**src/rtl/ptc_pkg.sv**
```systemverilog
package ptc_pkg;
  localparam int UNITS = 2;
  localparam int BYTE_W = 8;
  localparam int CNT_W = 2 * BYTE_W;
  localparam int PRESCALE = 12;
  localparam int PS_W = $clog2(PRESCALE);
  localparam int ADDR_W = 3;
  localparam logic [ADDR_W-1:0] ADDR_CTRL = '0;

  // strobes from control to datapath
  typedef struct packed {
    logic [UNITS-1:0] inc;
    logic [UNITS-1:0] wrLo;
    logic [UNITS-1:0] wrHi;
    logic [BYTE_W-1:0] data;
  } ptcStrobe_t;

  function automatic logic [ADDR_W-1:0] loAddr(input int u);
    return ADDR_W'(1 + 2 * u);
  endfunction

  function automatic logic [ADDR_W-1:0] hiAddr(input int u);
    return ADDR_W'(2 + 2 * u);
  endfunction

  function automatic int modeBit(input int u);
    return 2 + u;
  endfunction

  function automatic int runBit(input int u);
    return 4 + 2 * u;
  endfunction

  function automatic int flagBit(input int u);
    return 5 + 2 * u;
  endfunction
endpackage

```
**src/rtl/ptc_ctrl.sv**
```systemverilog
module ptc_ctrl
  import ptc_pkg::*;
(
  input  logic                    clk,
  input  logic                    rstN,
  input  logic [UNITS-1:0]        cntIn,
  input  logic [ADDR_W-1:0]       regAddr,
  input  logic                    regWrEn,
  input  logic [BYTE_W-1:0]       regWrData,
  input  logic [UNITS-1:0]        irqAck,
  input  logic [UNITS-1:0]        wrapHit,
  output ptcStrobe_t              strobe,
  output logic [BYTE_W-1:0]       ctrlByte,
  output logic [UNITS-1:0]        irqReq
);
  logic [PS_W-1:0] psCnt;
  logic            tick;
  logic            wrCtrl;
  logic [UNITS-1:0] incV, wrLoV, wrHiV, runV, modeV, flagV;

  // machine-cycle divider
  always_ff @(posedge clk or negedge rstN) begin
    if (!rstN)     psCnt <= '0;
    else if (tick) psCnt <= '0;
    else           psCnt <= psCnt + 1'b1;
  end
  assign tick   = (psCnt == PS_W'(PRESCALE - 1));
  assign wrCtrl = regWrEn && (regAddr == ADDR_CTRL);

  for (genvar u = 0; u < UNITS; u++) begin : g_unit
    logic [1:0] syncQ;
    logic       sampled;
    logic       fallSeen;
    logic       runR, modeR, flagR;

    always_ff @(posedge clk or negedge rstN) begin
      if (!rstN) begin
        syncQ   <= '0;
        sampled <= 1'b0;
      end else begin
        syncQ <= {syncQ[0], cntIn[u]};
        if (tick) sampled <= syncQ[1];
      end
    end
    assign fallSeen = tick && sampled && !syncQ[1];

    always_ff @(posedge clk or negedge rstN) begin
      if (!rstN) begin
        runR  <= 1'b0;
        modeR <= 1'b0;
      end else if (wrCtrl) begin
        runR  <= regWrData[runBit(u)];
        modeR <= regWrData[modeBit(u)];
      end
    end

    // hardware set wins over acknowledge, acknowledge over software write
    always_ff @(posedge clk or negedge rstN) begin
      if (!rstN)           flagR <= 1'b0;
      else if (wrapHit[u]) flagR <= 1'b1;
      else if (irqAck[u])  flagR <= 1'b0;
      else if (wrCtrl)     flagR <= regWrData[flagBit(u)];
    end

    assign runV[u]  = runR;
    assign modeV[u] = modeR;
    assign flagV[u] = flagR;
    assign incV[u]  = runR && (modeR ? fallSeen : tick);
    assign wrLoV[u] = regWrEn && (regAddr == loAddr(u));
    assign wrHiV[u] = regWrEn && (regAddr == hiAddr(u));
  end

  always_comb begin
    ctrlByte = '0;
    for (int u = 0; u < UNITS; u++) begin
      ctrlByte[modeBit(u)] = modeV[u];
      ctrlByte[runBit(u)]  = runV[u];
      ctrlByte[flagBit(u)] = flagV[u];
    end
  end

  assign strobe.inc  = incV;
  assign strobe.wrLo = wrLoV;
  assign strobe.wrHi = wrHiV;
  assign strobe.data = regWrData;
  assign irqReq      = flagV;
endmodule

```
**src/rtl/ptc_datapath.sv**
```systemverilog
module ptc_datapath
  import ptc_pkg::*;
(
  input  logic                          clk,
  input  logic                          rstN,
  input  ptcStrobe_t                    strobe,
  input  logic [ADDR_W-1:0]             regAddr,
  input  logic [BYTE_W-1:0]             ctrlByte,
  output logic [UNITS-1:0][CNT_W-1:0]   cntVal,
  output logic [UNITS-1:0]              wrapHit,
  output logic [BYTE_W-1:0]             regRdData
);
  for (genvar u = 0; u < UNITS; u++) begin : g_cnt
    logic [CNT_W-1:0] cntR;
    logic             anyWr;

    assign anyWr = strobe.wrLo[u] || strobe.wrHi[u];

    always_ff @(posedge clk or negedge rstN) begin
      if (!rstN) begin
        cntR <= '0;
      end else if (anyWr) begin
        if (strobe.wrLo[u]) cntR[BYTE_W-1:0]     <= strobe.data;
        if (strobe.wrHi[u]) cntR[CNT_W-1:BYTE_W] <= strobe.data;
      end else if (strobe.inc[u]) begin
        cntR <= cntR + 1'b1;
      end
    end

    assign wrapHit[u] = strobe.inc[u] && !anyWr && (&cntR);
    assign cntVal[u]  = cntR;
  end

  always_comb begin
    regRdData = '0;
    if (regAddr == ADDR_CTRL) regRdData = ctrlByte;
    for (int u = 0; u < UNITS; u++) begin
      if (regAddr == loAddr(u)) regRdData = cntVal[u][BYTE_W-1:0];
      if (regAddr == hiAddr(u)) regRdData = cntVal[u][CNT_W-1:BYTE_W];
    end
  end
endmodule

```
**src/rtl/prescaled_timer_pair.sv**
```systemverilog
module prescaled_timer_pair
  import ptc_pkg::*;
(
  input  logic                 clk,
  input  logic                 rstN,
  input  logic [UNITS-1:0]     cntIn,
  input  logic [ADDR_W-1:0]    regAddr,
  input  logic                 regWrEn,
  input  logic [BYTE_W-1:0]    regWrData,
  output logic [BYTE_W-1:0]    regRdData,
  input  logic [UNITS-1:0]     irqAck,
  output logic [UNITS-1:0]     irqReq
);
  ptcStrobe_t                  strobe;
  logic [BYTE_W-1:0]           ctrlByte;
  logic [UNITS-1:0]            wrapHit;
  logic [UNITS-1:0][CNT_W-1:0] cntVal;

  ptc_ctrl u_ctrl (
    .clk(clk), .rstN(rstN), .cntIn(cntIn), .regAddr(regAddr),
    .regWrEn(regWrEn), .regWrData(regWrData), .irqAck(irqAck),
    .wrapHit(wrapHit), .strobe(strobe), .ctrlByte(ctrlByte), .irqReq(irqReq)
  );

  ptc_datapath u_dp (
    .clk(clk), .rstN(rstN), .strobe(strobe), .regAddr(regAddr),
    .ctrlByte(ctrlByte), .cntVal(cntVal), .wrapHit(wrapHit),
    .regRdData(regRdData)
  );
endmodule

```
**config.mk**
```make
export PLATFORM = sky130hd
export DESIGN_NAME = prescaled_timer_pair
export DESIGN_NICKNAME = d
export VERILOG_FILES = /design/src/rtl/ptc_pkg.sv /design/src/rtl/ptc_ctrl.sv /design/src/rtl/ptc_datapath.sv /design/src/rtl/prescaled_timer_pair.sv
export SDC_FILE = /design/constraint.sdc
export NUM_CORES = 1
export LEC_CHECK = 0
export BUFFER_PORTS_ARGS = -buffer_cell sky130_fd_sc_hd__buf_2
export CAP_MARGIN = 10
export CORE_MARGIN = 5
export CORE_UTILIZATION = 56
export CTS_BUF_LIST = sky130_fd_sc_hd__clkbuf_8
export DETAILED_ROUTE_END_ITERATION = 8
export GPL_TIMING_DRIVEN = 0
export PLACE_DENSITY = 0.77
export SLEW_MARGIN = 20
export SYNTH_ARGS = -nofsm -noshare
export SYNTH_HDL_FRONTEND = slang
export SYNTH_SLANG_ARGS = --single-unit
```
**constraint.sdc**
```tcl
create_clock -name clk -period 1.7 [get_ports clk]
set_input_delay 0.34 -clock clk [delete_from_list [all_inputs] [get_ports clk]]
set_output_delay 0.34 -clock clk [all_outputs]
set_load 0.02 [all_outputs]
```
; Word-level counts from Yosys, hierarchy flattened
; Cells that the tools add are included.
[totals]
regBits = 48
output_inout_bits = 10
word_cells = 81
inputBits = 18
[classes]
add_sub_neg = 3
n_eq_ne = 9
mux = 22
reduce_logical = 32
[ops]
columns = operator, n
row1 = two-way mux 8 bit, 9
row2 = two-way mux 16 bit, 4
row3 = "adder 16 x 1 -> 16 bit, second input constant", 2
row4 = AND reduction 16 bit, 2
row5 = logical AND 1 bit, 15
row6 = two-way mux 1 bit, 8
row7 = "inequality test 2 x 1 -> 1 bit, second input constant", 4
row8 = AND reduction 2 bit, 4
row9 = "equality test 3 x 2 -> 1 bit, second input constant", 2
row10 = nonzero test 3 bit, 2
row11 = "adder 4 x 1 -> 4 bit, second input constant", 1
row12 = "equality test 4 bit, second input constant", 1
row13 = zero test 1 bit, 4
row14 = two-way mux 4 bit, 1
row15 = nonzero test 2 bit, 2
row16 = "equality test 3 x 1 -> 1 bit, second input constant", 1
row17 = "equality test 3 bit, second input constant", 1
row18 = zero test 3 bit, 1
row19 = logical OR 1 bit, 2

; Logic depth before layout (Yosys ltp)
[logic_depth]
ltp_word = 8
depth_mapped = 8
ltp_nobuf = 6

; By module
; A second synthesis with hierarchy kept.
[unflattened]
hier_cells = 348
area_unflattened_um2 = 3089.2
[modules_own_cells]
columns = mod, cells_per_inst, seq_area_each_um2, instances, area_each_um2
row1 = ptc_datapath, 279, 800.8, 1, 2285.9
row2 = ptc_ctrl, 69, 400.4, 1, 803.3

; Least setup slack after synthesis
; Ideal clock, no wire load.
[synth_path]
path_kind = input to output
start = in regAddr[0]
end = out regRdData[6]
path_slack_ns = -0.070
path_buffers = 2
arrival_time_ns = 1.430
t_required_ns = 1.360
path_stages = 5
path_cell_list = clkbuf_8 buf_2 mux4_2 inv_1 o22ai_1
[synth_via]
elab_chain_len = 6
word_cells_on_any_way = 10
cone_classes = eq/ne (4) / mux (5) / reduce/logical (1)
[synth_rtl]
columns = element, line
row1 = from (decl), prescaled_timer_pair.sv:7  ; input logic [ADDR_W-1:0] regAddr,
row2 = zero test 3 bit, ptc_datapath.sv:36  ; if (regAddr == ADDR_CTRL) regRdData = ctrlByte;
row3 = two-way mux 8 bit, ptc_datapath.sv:36
row4 = two-way mux 8 bit, ptc_datapath.sv:38  ; if (regAddr == loAddr(u)) regRdData = cntVal[u][BYTE_W-1:0];
row5 = two-way mux 8 bit, ptc_datapath.sv:39  ; if (regAddr == hiAddr(u)) regRdData = cntVal[u][CNT_W-1:BYTE_W];
row6 = two-way mux 8 bit, ptc_datapath.sv:38
row7 = two-way mux 8 bit (*), ptc_datapath.sv:39
row8 = to (decl), prescaled_timer_pair.sv:10  ; output logic [BYTE_W-1:0] regRdData,
; Mark *: on every way between the ends. The rest lies on a longest branch, timed or not.

; Final worst setup path
[layout_path]
start = reg u_dp.g_cnt[0].cntR[10]
end = out regRdData[2]
[layout_via]
elab_chain_len = 3
[layout_rtl]
columns = element, line
row1 = from (decl), ptc_datapath.sv:14  ; logic [CNT_W-1:0] cntR;
row2 = "from (signal, indexed assignment)", ptc_datapath.sv:23  ; if (strobe.wrLo[u]) cntR[BYTE_W-1:0] <= strobe.data;
row3 = "from (signal, indexed assignment)", ptc_datapath.sv:24  ; if (strobe.wrHi[u]) cntR[CNT_W-1:BYTE_W] <= strobe.data;
row4 = from (signal assigned), ptc_datapath.sv:26  ; cntR <= cntR + 1'b1;
row5 = two-way mux 8 bit, ptc_datapath.sv:39
row6 = two-way mux 8 bit, ptc_datapath.sv:38
row7 = two-way mux 8 bit, ptc_datapath.sv:39
; Every way passes these cells.

==> metrics.csv <==
stage,metric,value,unit
sta,RSZ-0062 raised after global routing,true,
global_routing,pin count of the biggest net entering global routing,49,
floorplanning,core area,0.00551,mm^2
worst_setup_path,launch point of the worst path,u_dp.g_cnt[0].cntR[10],
clock_tree,CTS Buf Count,5,
detailed_routing,router iterations before antenna repair,6,
global_routing,first-pass GRT wire length,15.6,mm
worst_setup_path,slowest CP cell,mux4_2,
worst_setup_path,max incr delay on CP,490,ps
run,max-cap violations,0,
worst_setup_path,worst-path cell chain,mux4_2 -> inv_1 -> o22ai_1 -> buf_4,
sta,post-route setup slack,-188,ps
worst_setup_path,R2R Path End,u_dp.g_cnt[0].cntR[7],
synth,Area contributors post-synth,"dfrtp_1 38%, mux4_2 4.3%, nand2_1 3.7%",
place,Post-DP HPWL,6.43,mm
sta,Tightest Pin Transition,628,ps
pwr,PD cells,1090,mW/mm^2
sta,clk_skew,11.2,ps
worst_setup_path,crit end category,primary output,
floorplanning,Initial Util,0.573,
synth,Syn Area/Cell,9.28,um^2
synth,Post-synth ARST share,1.00,
worst_setup_path,worst reg-to-reg path cell count,7,
hold_path,Worst Hold Class,in -> async,
sta,crit path time final,1890,ps
detailed_routing,vias per cell,6.95,
synth,post-synthesis sequential area ratio,0.381,
global_routing,All-Layer GR Usage,0.269,
sta,# setup viols final,21,
floorplanning,FP Rows,27,
place,Placer Congestion,0.941,
detailed_routing,WL per Instance,21.4,um
worst_setup_path,WS Path Type,reg -> out,
status,violated checks,negative setup slack,
detailed_routing,Routed Antenna Nets,0,
worst_setup_path,CP Launch Type,flip-flop,
floorplanning,Die Y,85.1,um
final_layout,Layout Nets,435,
clock_tree,clk sinks,48,
worst_setup_path,CP top delay family,multiplexers,
sta,count of final hold-check violations,0,
final_layout,share of layout cells above drive strength 1,0.429,
detailed_routing,Routed WL,10.4,mm
final_layout,P&R area growth vs syn,31.6,%
final_layout,fin area,0.00415,mm^2
synth,Post-synth top flop,dfrtp_1,
synth,Yosys cell types,62,
sta,Worst slew margin,0.581,
global_routing,initial antenna violation count,0,
clock_tree,clock slew at reported path FFs,100,ps
floorplanning,Die X,85.1,um
synth,Yosys top cell area share,0.381,
clock_tree,CTS tree,built,
clock_tree,Clock Tree Root,clkbuf_8,
place,port bufs,25,
synth,Syn Inst Count,340,
floorplanning,full die area,0.00724,mm^2
synth,syn_nets,361,
worst_setup_path,CP required,1360,ps
clock_tree,clk buf depth,2,
worst_setup_path,worst flop-to-flop path startpoint,u_ctrl.psCnt[0],
pwr,P_leak,1.73,nW
final_layout,ant diodes,0,
detailed_routing,number of DRC markers in iteration 0,473,
worst_setup_path,Crit path buffers/inverters,2,
sta,fin crit share,1.11,
global_routing,gr ovfl total,0,
sta,final hold slack,34.8,ps
status,outcome,"complete, but fails checks",
detailed_routing,DRC errors left,0,
detailed_routing,Via Count,3385,
synth,"EDFF count, synth",0,
synth,Synth Cell Area,0.00316,mm^2
synth,YS warnings,0,
sta,Pins Over Slew Limit,0,
place,"Cell Area, Placed",0.00339,mm^2
clock_tree,CTS H-tree depth,2,
floorplanning,Boundary Pins,28,
final_layout,Finished Core Util,0.754,
worst_setup_path,Worst EP arrival,1550,ps
synth,leading area contributor after synthesis,dfrtp_1,
pwr,maximum vdd drop,0.000778,V
worst_setup_path,critical path peak fanout,2,
synth,Yosys reg bits,48,
worst_setup_path,critical path depth in cells,4,
final_layout,fill cell count,356,
worst_setup_path,reg2reg setup slack,-160,ps
sta,max frequency,0.530,GHz
global_routing,number of global-route vias before repair,3019,
clock_tree,Worst-Skew Late Latency,310,ps
where the power goes:
| part | switching (mW) | internal, mW | total [mW] |
|---|---|---|---|
| combinational | 1.00 | 0.878 | 1.88 |
| clock | 0.435 | 0.444 | 0.879 |
| sequential | 0.323 | 1.44 | 1.76 |
| total | 1.76 | 2.76 | 4.52 |
area by class of cell:
type,instances,area [um^2],area share
Multi-Input combinational cell,261,2020,0.487
Inverter,10,37.5,0.00904
Tap cell,72,90.1,0.0217
Clock inverter,3,47.5,0.0114
Buffer,20,151,0.0364
Sequential cell,48,1210,0.291
Clock buffer,5,68.8,0.0166
Timing Repair Buffer,68,526,0.127
worst register-to-register path: stages, from the launching register on:
cell and delay (ps):
dfrtp_1 400, ha_4 150, nand4b_1 210, a21oi_4 300, a21oi_4 110, buf_6 140
o31ai_2 270, o21ai_1 140
worst max path at each step:
stage	end
after global placement	regRdData[5]
after CTS	regRdData[5]
after detailed placement	regRdData[4]
after global routing	u_dp.g_cnt[0].cntR[7]
final	regRdData[2]
after floorplan	regRdData[6]
kinds of logic after synthesis:
group                      share of synthesized area
DFF                                            0.381
buffers and inverters                         0.0567
and+or+nand+nor                                0.203
xor gates and xnor gates                     0.00555
adders and majority gates                     0.0119
muxes                                         0.0864
AOI/OAI and AO/OA                              0.255
metrics by stage:
| step | cells | setup WS, ps | total power [mW] | setup TNS [ps] |
|---|---|---|---|---|
| after floorplan | 340 | -6.78 | 2.57 | -6.78 |
| after global placement | 437 | -173 | 2.92 | -2260 |
| after detailed placement | 437 | -180 | 2.97 | -2950 |
| after CTS | 471 | -172 | 4.16 | -1330 |
| after global routing | 487 | -237 | 4.71 | -3880 |
| final | 487 | -188 | 4.52 | -2170 |
cells in the mapped netlist (3+ instances only):
cell type  instances
inv_1             10
nand4_1            3
a2bb2oi_1          6
or2_2              4
o21ai_1            6
a211oi_1           3
nand3_1           11
mux2_2             6
o22ai_1           17
nor2_1            27
o31ai_1            4
nor3_1             7
a21oi_1           23
o22a_1             5
ha_1               3
nand2_1           31
o21ai_0           20
buf_4              7
a21oi_2            3
nor2b_1            3
clkbuf_1           3
nand2b_1           3
mux4_2             6
dfrtp_1           48
a22oi_1            4
and3_1             7
buf_2              9
a31oi_1           12
a31o_2             3
mux2i_1            7
layout by cell type (no fill, tap or decap), drive strengths merged, types with 7 or more instances in the layout:
cell type / n
a31oi: 12
nor3: 7
inv: 10
dfrtp: 48
clkbuf: 10
buf: 83
mux2i: 7
o22ai: 17
o21ai: 26
nand3: 11
a21oi: 29
nand2: 32
nor2: 27
and3: 7
repair_timing:
item / CTS / global route
setup buffers: 28 / 14
resized for setup: 37 / 48
hold buffers: 0 / 0
endpoints found under the setup margin: 34 / 34
gates cloned: 0 / 2
pin swaps: 21 / 20
flip-flops by register name (all words and copies together) (netlist names):
register	cells
u_ctrl.g_unit.flagR	2
u_ctrl.g_unit.modeR	2
u_ctrl.g_unit.runR	2
u_ctrl.g_unit.sampled	2
u_ctrl.g_unit.syncQ	4
u_ctrl.psCnt	4
u_dp.g_cnt.cntR	32
per-layer routing:
layer	part of all wire	up-vias	GRT usage
met3	0.098	85	0.0437
li1	-	1430	-
met1	0.38	1610	0.369
met5	0	-	0
met4	0.065	0	0.127
met2	0.45	260	0.417
Note: power is estimated with default switching activity, not from simulation.
